**src/rtl/ig_pkg.sv**
```systemverilog
package ig_pkg;

    localparam int ADDR_W = 14;
    localparam int BYTE_W = 8;
    localparam int HI_W   = ADDR_W - BYTE_W;

    typedef logic [1:0] len_t;

    typedef struct packed {
        logic [BYTE_W-1:0] opcode;
        logic [BYTE_W-1:0] imm;
        logic [ADDR_W-1:0] target;
        len_t              len;
    } insn_rec_t;

    typedef enum logic [1:0] {
        ST_FETCH = 2'd0,
        ST_CAPT  = 2'd1,
        ST_HOLD  = 2'd2
    } asm_state_e;

    function automatic logic is_imm_op(input logic [BYTE_W-1:0] op);
        return (op[7:6] == 2'b00) && (op[2:0] == 3'b110);
    endfunction

endpackage

```
**src/rtl/ig_classify.sv**
```systemverilog
module ig_classify
    import ig_pkg::*;
#(
    parameter logic [7:0] LONG_SEL = 8'b0101_0000
) (
    input  logic [BYTE_W-1:0] op,
    output len_t              len
);
    logic long_op;

    assign long_op = (op[7:6] == 2'b01) && LONG_SEL[op[2:0]];

    always_comb begin
        if (is_imm_op(op))      len = 2'd2;
        else if (long_op)       len = 2'd3;
        else                    len = 2'd1;
    end

endmodule

```
**src/rtl/ig_pc.sv**
```systemverilog
module ig_pc #(
    parameter int W = 14
) (
    input  logic         clk,
    input  logic         rst,
    input  logic         load,
    input  logic [W-1:0] load_val,
    input  logic         step,
    output logic [W-1:0] pc
);
    logic [W-1:0] pc_q;

    always_ff @(posedge clk) begin
        if (rst)       pc_q <= '0;
        else if (load) pc_q <= load_val;
        else if (step) pc_q <= pc_q + 1'b1;
    end

    assign pc = pc_q;

    a_r6_wrap: assert property (@(posedge clk) disable iff (rst)
        ($past(step) && !$past(load) && ($past(pc_q) == {W{1'b1}})) |-> (pc_q == '0));

endmodule

```
**src/rtl/ig_assemble.sv**
```systemverilog
module ig_assemble
    import ig_pkg::*;
(
    input  logic              clk,
    input  logic              rst,
    input  logic              flush,
    input  logic [BYTE_W-1:0] mem_data,
    input  len_t              byte_len,
    input  logic              out_ready,
    output logic              rd_req,
    output logic              out_valid,
    output insn_rec_t         rec
);
    asm_state_e  st_q;
    logic [1:0]  idx_q;
    insn_rec_t   rec_q;
    logic        need_more;

    always_comb begin
        need_more = 1'b0;
        if (st_q == ST_CAPT) begin
            if (idx_q == 2'd0)      need_more = (byte_len != 2'd1);
            else if (idx_q == 2'd1) need_more = (rec_q.len == 2'd3);
        end
    end

    assign rd_req = !flush && ((st_q == ST_FETCH) || need_more ||
                               ((st_q == ST_HOLD) && out_ready));

    always_ff @(posedge clk) begin
        if (rst) begin
            st_q  <= ST_FETCH;
            idx_q <= 2'd0;
            rec_q <= '0;
        end else if (flush) begin
            st_q  <= ST_FETCH;
            idx_q <= 2'd0;
        end else begin
            case (st_q)
                ST_FETCH: begin
                    st_q  <= ST_CAPT;
                    idx_q <= 2'd0;
                end
                ST_CAPT: begin
                    case (idx_q)
                        2'd0: begin
                            rec_q.opcode <= mem_data;
                            rec_q.imm    <= '0;
                            rec_q.target <= '0;
                            rec_q.len    <= byte_len;
                            if (byte_len == 2'd1) st_q  <= ST_HOLD;
                            else                  idx_q <= 2'd1;
                        end
                        2'd1: begin
                            if (rec_q.len == 2'd2) begin
                                rec_q.imm <= mem_data;
                                st_q      <= ST_HOLD;
                            end else begin
                                rec_q.target[BYTE_W-1:0] <= mem_data;
                                idx_q                    <= 2'd2;
                            end
                        end
                        default: begin
                            rec_q.target[ADDR_W-1:BYTE_W] <= mem_data[HI_W-1:0];
                            st_q                          <= ST_HOLD;
                        end
                    endcase
                end
                ST_HOLD: begin
                    if (out_ready) begin
                        st_q  <= ST_CAPT;
                        idx_q <= 2'd0;
                    end
                end
                default: st_q <= ST_FETCH;
            endcase
        end
    end

    assign out_valid = (st_q == ST_HOLD);
    assign rec       = rec_q;

    a_r7_hold_stable: assert property (@(posedge clk) disable iff (rst)
        (out_valid && !out_ready && !flush) |=> (out_valid && $stable(rec)));

    a_r7_no_read_stalled: assert property (@(posedge clk) disable iff (rst)
        (out_valid && !out_ready) |-> !rd_req);

    a_r3_len_class: assert property (@(posedge clk) disable iff (rst)
        out_valid |-> ((rec.len == 2'd2) == is_imm_op(rec.opcode)));

    a_r2_short_clean: assert property (@(posedge clk) disable iff (rst)
        (out_valid && rec.len == 2'd1) |-> (rec.imm == '0 && rec.target == '0));

endmodule

```
**src/rtl/insn_gather.sv**
```systemverilog
module insn_gather
    import ig_pkg::*;
#(
    parameter logic [7:0] LONG_SEL = 8'b0101_0000
) (
    input  logic              clk,
    input  logic              rst,
    input  logic              redir_valid,
    input  logic [ADDR_W-1:0] redir_pc,
    output logic              mem_rd,
    output logic [ADDR_W-1:0] mem_addr,
    input  logic [BYTE_W-1:0] mem_data,
    output logic              out_valid,
    input  logic              out_ready,
    output logic [BYTE_W-1:0] out_opcode,
    output logic [BYTE_W-1:0] out_imm,
    output logic [ADDR_W-1:0] out_target,
    output logic [1:0]        out_len
);
    len_t      byte_len;
    insn_rec_t rec;
    logic      rd_req;

    ig_classify #(.LONG_SEL(LONG_SEL)) u_class (
        .op  (mem_data),
        .len (byte_len)
    );

    ig_pc #(.W(ADDR_W)) u_pc (
        .clk      (clk),
        .rst      (rst),
        .load     (redir_valid),
        .load_val (redir_pc),
        .step     (rd_req),
        .pc       (mem_addr)
    );

    ig_assemble u_asm (
        .clk       (clk),
        .rst       (rst),
        .flush     (redir_valid),
        .mem_data  (mem_data),
        .byte_len  (byte_len),
        .out_ready (out_ready),
        .rd_req    (rd_req),
        .out_valid (out_valid),
        .rec       (rec)
    );

    assign mem_rd     = rd_req;
    assign out_opcode = rec.opcode;
    assign out_imm    = rec.imm;
    assign out_target = rec.target;
    assign out_len    = rec.len;

    a_r1_reset_idle: assert property (@(posedge clk)
        rst |=> (!out_valid && mem_addr == '0));

    a_r8_redirect_addr: assert property (@(posedge clk) disable iff (rst)
        redir_valid |=> (mem_addr == $past(redir_pc) && !out_valid));

    a_r8_no_read: assert property (@(posedge clk) disable iff (rst)
        redir_valid |-> !mem_rd);

    a_r5_step: assert property (@(posedge clk) disable iff (rst)
        (mem_rd && !redir_valid) |=> (mem_addr == ADDR_W'($past(mem_addr) + 1'b1)));

endmodule

```
**config.mk**
```make
export PLATFORM = sky130hd
export DESIGN_NAME = insn_gather
export DESIGN_NICKNAME = d
export VERILOG_FILES = /design/src/rtl/ig_pkg.sv /design/src/rtl/ig_classify.sv /design/src/rtl/ig_pc.sv /design/src/rtl/ig_assemble.sv /design/src/rtl/insn_gather.sv
export SDC_FILE = /design/constraint.sdc
export NUM_CORES = 1
export LEC_CHECK = 0
export BUFFER_PORTS_ARGS = -buffer_cell sky130_fd_sc_hd__buf_2
export CAP_MARGIN = 20
export CORE_MARGIN = 5
export CORE_UTILIZATION = 45
export CTS_CLUSTER_SIZE = 8
export DETAILED_ROUTE_END_ITERATION = 8
export MAX_ROUTING_LAYER = met4
export PLACE_DENSITY = 0.84
export SETUP_SLACK_MARGIN = 0.05
export SYNTH_ARGS = -nofsm -noshare
export SYNTH_HDL_FRONTEND = slang
export SYNTH_SLANG_ARGS = --single-unit
```
**constraint.sdc**
```tcl
create_clock -name clk -period 1.9 [get_ports clk]
set_input_delay 0.285 -clock clk [delete_from_list [all_inputs] [get_ports clk]]
set_output_delay 0.285 -clock clk [all_outputs]
set_load 0.005 [all_outputs]
```
After elaboration in Yosys (flattened, before gate mapping)

Memory sizes are Yosys's and may differ from the RTL's.
Cells that the tools add are included.

Flip-flop bits (word level): 50
ROM bits: 8
Input bits: 26
Output and inout bits: 48
Word-level logic and storage cells: 73
Memories: 1

Memory list:

| memory           | words | width | read ports | clocked after memory_dff | wr ports | line              | text |
|---|---|---|---|---|---|---|---|
| (name not given) | 8     | 1     | 1          | 0                        | 0        | ig_classify.sv:11 | `assign long_op = (op[7:6] == 2'b01) && LONG_SEL[op[2:0]];` |

$add $sub $neg: 1
Magnitude comparators: 1
Eq/ne operators: 17
Mux-type cells: 23
Bitwise gates (word level): 2
Reductions and logical operators: 20

Operators with widths:

| kind                                                                         | number |
|---|---|
| 8-bit case mux with 2 select lines                                           | 2 |
| 14-bit 2-to-1 mux                                                            | 2 |
| 2-bit 2-to-1 mux                                                             | 8 |
| 8-bit 2-to-1 mux                                                             | 2 |
| 3-bit != test, second input constant                                         | 5 |
| 14-bit by 1-bit adder with 14-bit output, second input constant              | 1 |
| 2-bit case mux with 3 select lines                                           | 2 |
| 6-bit case mux with 2 select lines                                           | 1 |
| 3-bit AND reduction                                                          | 3 |
| 2-bit by 1-bit == test with 1-bit output, second input constant              | 4 |
| 2-bit case mux with 2 select lines                                           | 2 |
| 4-bit AND reduction                                                          | 2 |
| 2-bit == test, second input constant                                         | 3 |
| 2-bit zero test                                                              | 3 |
| 5-bit AND reduction                                                          | 1 |
| 1-bit logical AND                                                            | 4 |
| 3-bit by 4-bit less-than comparator with 1-bit output, second input constant | 1 |
| 1-bit 2-to-1 mux                                                             | 4 |
| 2-bit by 1-bit != test with 1-bit output, second input constant              | 2 |
| 2-bit != test, second input constant                                         | 2 |
| 2-bit nonzero test                                                           | 2 |
| 3-bit == test, second input constant                                         | 1 |
| 3-bit nonzero test                                                           | 1 |
| 1-bit logical OR                                                             | 2 |
| other kinds (3)                                                              | 4 |

Logic depth before layout (Yosys ltp)

Depth in word-level cells: 13
Depth in mapped cells: 6
Mapped depth without buffers: 5

Hierarchy

Synthesis repeated with hierarchy kept, for this count alone.

Cells, all modules: 273
Area total of the unflattened synthesis: 2,387.3 um^2

Modules (own cells, without submodules):

| module      | instances | cells each | area an instance (um^2) | seq. area each (um^2) |
|---|---|---|---|---|
| ig_assemble | 1         | 176        | 1,560.2                 | 720.7 |
| ig_pc       | 1         | 94         | 799.5                   | 280.3 |
| ig_classify | 1         | 3          | 27.5                    | 0.0 |

Least setup slack after synthesis

OpenSTA, ideal clock, no wires.

Kind: reg2reg
From: register u_asm.idx_q[0]
To: register u_pc.pc_q[13], in the netlist u_pc.pc[13]
Setup time: 0.074 ns
Arrival time: 1.913 ns
Required time: 1.826 ns
Slack: -0.087 ns
Stages on the path, launching flop included: 7
Path buffers: 1
Period minus slack after synthesis: 1.987 ns
Cell sequence: dfxtp_1 > clkbuf_1 > nand2b_1 > o22ai_1 > o21ai_2 > or4_1 > a31oi_1

Longest elaborated chain between the ends: 8
Elaborated cells between the ends (all ways): 9
Those cells by class: eq/ne: 1; mux: 3; reduce/logical: 5

Ends and longest elaborated chain:

| element                                  | line              | text |
|---|---|---|
| from (decl)                              | ig_assemble.sv:15 | `logic [1:0] idx_q;` |
| from (signal assigned)                   | ig_assemble.sv:33 | `idx_q <= 2'd0;` |
| from (signal assigned)                   | ig_assemble.sv:37 | `idx_q <= 2'd0;` |
| from (signal assigned)                   | ig_assemble.sv:42 | `idx_q <= 2'd0;` |
| 2-bit by 1-bit == test with 1-bit output | ig_assemble.sv:23 | `else if (idx_q == 2'd1) need_more = (rec_q.len == 2'd3);` |
| 1-bit 2-to-1 mux                         | ig_assemble.sv:23 |  |
| 1-bit 2-to-1 mux (*)                     | ig_assemble.sv:22 | `if (idx_q == 2'd0) need_more = (byte_len != 2'd1);` |
| 1-bit 2-to-1 mux (*)                     | ig_assemble.sv:21 | `if (st_q == ST_CAPT) begin` |
| 1-bit logical OR (*) (2 in a row)        | ig_assemble.sv:27 | `assign rd_req = !flush && ((st_q == ST_FETCH) \|\| need_more \|\|` |
| 1-bit logical AND (*)                    | ig_assemble.sv:27 |  |
| 2-bit nonzero test (no source line) (*)  | --                |  |
| to (signal assigned)                     | ig_pc.sv:15       | `else if (load) pc_q <= load_val;` |
| to (signal assigned)                     | ig_pc.sv:16       | `else if (step) pc_q <= pc_q + 1'b1;` |
| to (decl)                                | ig_pc.sv:11       | `logic [W-1:0] pc_q;` |

Every way passes the cells marked *; elsewhere a longest branch is shown, timed or not.
A chain may end at the register's enable or synchronous reset.

Worst setup path after layout

From: register u_asm.idx_q[0]
To: output port mem_rd

Longest elaborated chain between the ends: 7
Elaborated cells between the ends (all ways): 8
Those cells by class: eq/ne: 1; mux: 3; reduce/logical: 4

Ends and longest elaborated chain:

| element                                  | line              | text |
|---|---|---|
| 2-bit by 1-bit == test with 1-bit output | ig_assemble.sv:23 |  |
| 1-bit 2-to-1 mux                         | ig_assemble.sv:23 |  |
| 1-bit 2-to-1 mux (*)                     | ig_assemble.sv:22 |  |
| 1-bit 2-to-1 mux (*)                     | ig_assemble.sv:21 |  |
| 1-bit logical OR (*) (2 in a row)        | ig_assemble.sv:27 |  |
| 1-bit logical AND (*)                    | ig_assemble.sv:27 |  |
| to (decl)                                | insn_gather.sv:10 | `output logic mem_rd,` |

Marked as above.

==> reports/metrics.cfg <==
[floorplanning]
core_area_um2=4786
rows=25
die_area_um2=6526
die_h_um=80.79
start_util=0.4711
die_x_um=80.79
ios=74

[cts]
clock_latency_ns=0.32
clkTransAtPathRegs_ns=0.09
cts.sinks=50
ctsHoldBuffers=0
clock_path_buffers=2
root_buffer=clkbuf_8
cts-buffers-inserted=5
cts_htree_levels=2
cts_tree=built

[synthesis]
synth.distinct_cells=42
syn-num-nets=308
yosys_warnings=0
synth_seq_cells=50
synthesis.area_um2=2255
ys.flop_type=dfxtp_1
synthArstFlopShare=0
avgSynthCellArea_um2=8.024
ys_seq_area_frac=0.4440
synth-edff-count=0
syn_inst=281

[power]
max-vdd-ir-drop_mv=0.4587
switchingPower_uw=563.7
p_leak_nw=1.249
sw_frac_of_total=0.2608
power_density_nw_per_um2=719.3
p_seq_frac=0.513
cell_internal_pwr_mw=1.598
clkPwrFrac=0.360
p_comb_frac=0.127
total_power_mw=2.162

[route]
postRouteAntennaNets=0
wl_per_cell_um=15.50
drt_wl_total_um=6849
viasPerCell=5.656
drc_errors=0
vias=2500
first_pass_iters=5
first_iter_violations=207

[place]
io_buffers=73
dp_cells=432
hpwl_um=4868
routabilityCongestion=0.9505

[global_routing]
grtUsageTotal=0.2202
grt_max_degree=46
first_global_vias=2274
antenna_found_initial=0
overflow=0
grt_pass1_wl_um=10810

[min_path]
min_path_cells=2
hold_path.class=primary input to flip-flop
hold_end=u_pc.pc[0]$_SDFFE_PP0P_
hp-start=redir_pc[0]

[setup_path]
startpoint_type=flip-flop
reg2reg_slack_ns=0.14
cp_max_fo=6
crit_start=u_asm.idx_q[0]$_SDFFE_PP0P_
required_ns=1.62
critPathArrivalTime_ns=1.52
timing.rr.end=u_pc.pc[8]$_SDFFE_PP0P_
timing_worst_setup_path_type=flip-flop to primary output
reg2regPathDepth=6
cp-end-kind=primary output
r2r-start=u_asm.idx_q[1]$_SDFFE_PP0P_

[sta]
report.final.slew_viol_count=0
rsz0062_at_grt=no
slew_headroom=0.6854
fin_crit_sh=0.9494
fmax_ghz=0.5544
finClkSkew_ns=0.008401
finalHoldViolCount=0
setup_viol=0
tightest_slew_ns=0.4719
final.min_clock_period_ns=1.804
setup_tns_ns=0

[finish]
layoutNonFillerInstCount=442
antennaDiodeCount=0
layout.nets=401
area_delta_synth_final_pct=33.30
drive_gt1_frac=0.3227

[job]
maxCapViolCount=0

[status]
status=finished, final reports clean

## cells by family (layout without fill, tap and decap cells)
| family | count (synthesis) | count (layout) | synth area share |
|---|---|---|---|
| simple gates | 121 | 121 | 0.2636 |
| compound gates | 83 | 83 | 0.2292 |
| flops | 50 | 50 | 0.4440 |
| buf+inv | 20 | 114 | 0.03330 |
| xor+xnor | 4 | 4 | 0.01554 |
| mux | 2 | 2 | 0.008879 |
| fa+ha+maj | 1 | 1 | 0.005549 |
## power by group through the flow
stage	registers (mW)	logic [mW]	clock network [mW]
floorplan	1.13	0.124	0
global placement	1.13	0.254	0
detailed placement	1.13	0.260	0
CTS	1.11	0.269	0.779
global route	1.11	0.299	0.814
finish	1.11	0.275	0.778
## how the worst max path moves through the flow
stage                                    end  slack (ns)  cells after the start
floorplan           u_pc.pc[13]$_SDFFE_PP0P_        0.03                      5
global placement    u_pc.pc[13]$_SDFFE_PP0P_      -0.007                      7
detailed placement  u_pc.pc[13]$_SDFFE_PP0P_       -0.07                      7
CTS                                   mem_rd        0.07                      5
global route                          mem_rd        0.05                      5
finish                                mem_rd         0.1                      5
## layout by cell type (no fill, tap or decap), types with 4 or more instances in the layout
| cell | synthesis | routed |
|---|---|---|
| a211oi_1 | 6 | 6 |
| a21oi_1 | 33 | 33 |
| a22oi_1 | 4 | 4 |
| a311oi_1 | 4 | 4 |
| buf_2 | 0 | 73 |
| buf_4 | 0 | 28 |
| clkbuf_8 | 0 | 5 |
| dfxtp_1 | 50 | 49 |
| inv_1 | 5 | 5 |
| nand2_1 | 42 | 42 |
| nand2b_1 | 8 | 6 |
| nand3_1 | 22 | 22 |
| nor2_1 | 22 | 22 |
| nor4_1 | 4 | 4 |
| o211ai_1 | 5 | 5 |
| o21ai_0 | 17 | 17 |
| or3_1 | 4 | 4 |
## layout make-up
| cell class | instances | area [µm²] |
|---|---|---|
| Clock buffer | 5 | 68.82 |
| Multi-Input combinational cell | 211 | 1209 |
| Clock inverter | 3 | 47.55 |
| Sequential cell | 50 | 1002 |
| Timing Repair Buffer | 101 | 575.6 |
| Tap cell | 67 | 83.83 |
| Fill cell | 404 | 1780 |
| Inverter | 5 | 18.77 |
## worst max-delay path, stage by stage (launching register included)
cell,delay (ns)
dfxtp_1,0.38
nor4_4,0.26
buf_4,0.20
o21ai_2,0.11
nor2_1,0.13
buf_2,0.13
## cells in the mapped netlist, types with 2 or more instances
cell | count | area, µm²
dfxtp_1 | 50 | 1001
nand2_1 | 42 | 157.7
a21oi_1 | 33 | 165.2
nand3_1 | 22 | 110.1
nor2_1 | 22 | 82.58
o21ai_0 | 17 | 85.08
clkbuf_1 | 15 | 56.30
nand2b_1 | 8 | 50.05
a211oi_1 | 6 | 45.04
inv_1 | 5 | 18.77
o211ai_1 | 5 | 37.54
a22oi_1 | 4 | 30.03
a311oi_1 | 4 | 35.03
nor2b_1 | 4 | 25.02
nor3_1 | 4 | 20.02
nor4_1 | 4 | 25.02
or3_1 | 4 | 25.02
xor2_1 | 3 | 26.28
a31oi_1 | 2 | 12.51
mux2i_1 | 2 | 20.02
o22ai_1 | 2 | 12.51
o31ai_1 | 2 | 15.01
or4_1 | 2 | 15.01
## state kept, by name, indices dropped and copies added (netlist names)
| name | flops |
|---|---|
| u_asm.rec | 32 |
| u_asm.idx_q | 2 |
| u_pc.pc | 14 |
| u_asm.st_q | 2 |
## what timing repair did
action | CTS | global route
pin swaps | 1 | 0
gates resized for setup | 3 | 4
setup buffers | 2 | 0
endpoints found under the setup margin | 1 | 22
## per-stage QoR
stage	setup slack [ns]	hold slack, ns	util	instance area [µm²]
finish	0.09618	0.2163	0.6280	3005
global route	0.04719	0.2369	0.6280	3005
global placement	-0.007454	0.4417	0.5953	2849
CTS	0.06941	0.2182	0.6256	2994
floorplan	0.02764	0.4210	-	2261
detailed placement	-0.07047	0.4432	0.5953	2849
## per-layer routing
metal / share of wire / global-route usage / vias to the layer above
met5: 0 / - / -
met4: 0.020 / 0.09628 / 0
met3: 0.074 / 0.03548 / 14
met2: 0.48 / 0.3419 / 122
met1: 0.43 / 0.2843 / 1167
li1: - / - / 1197
Power figures use the tool's default switching activity.
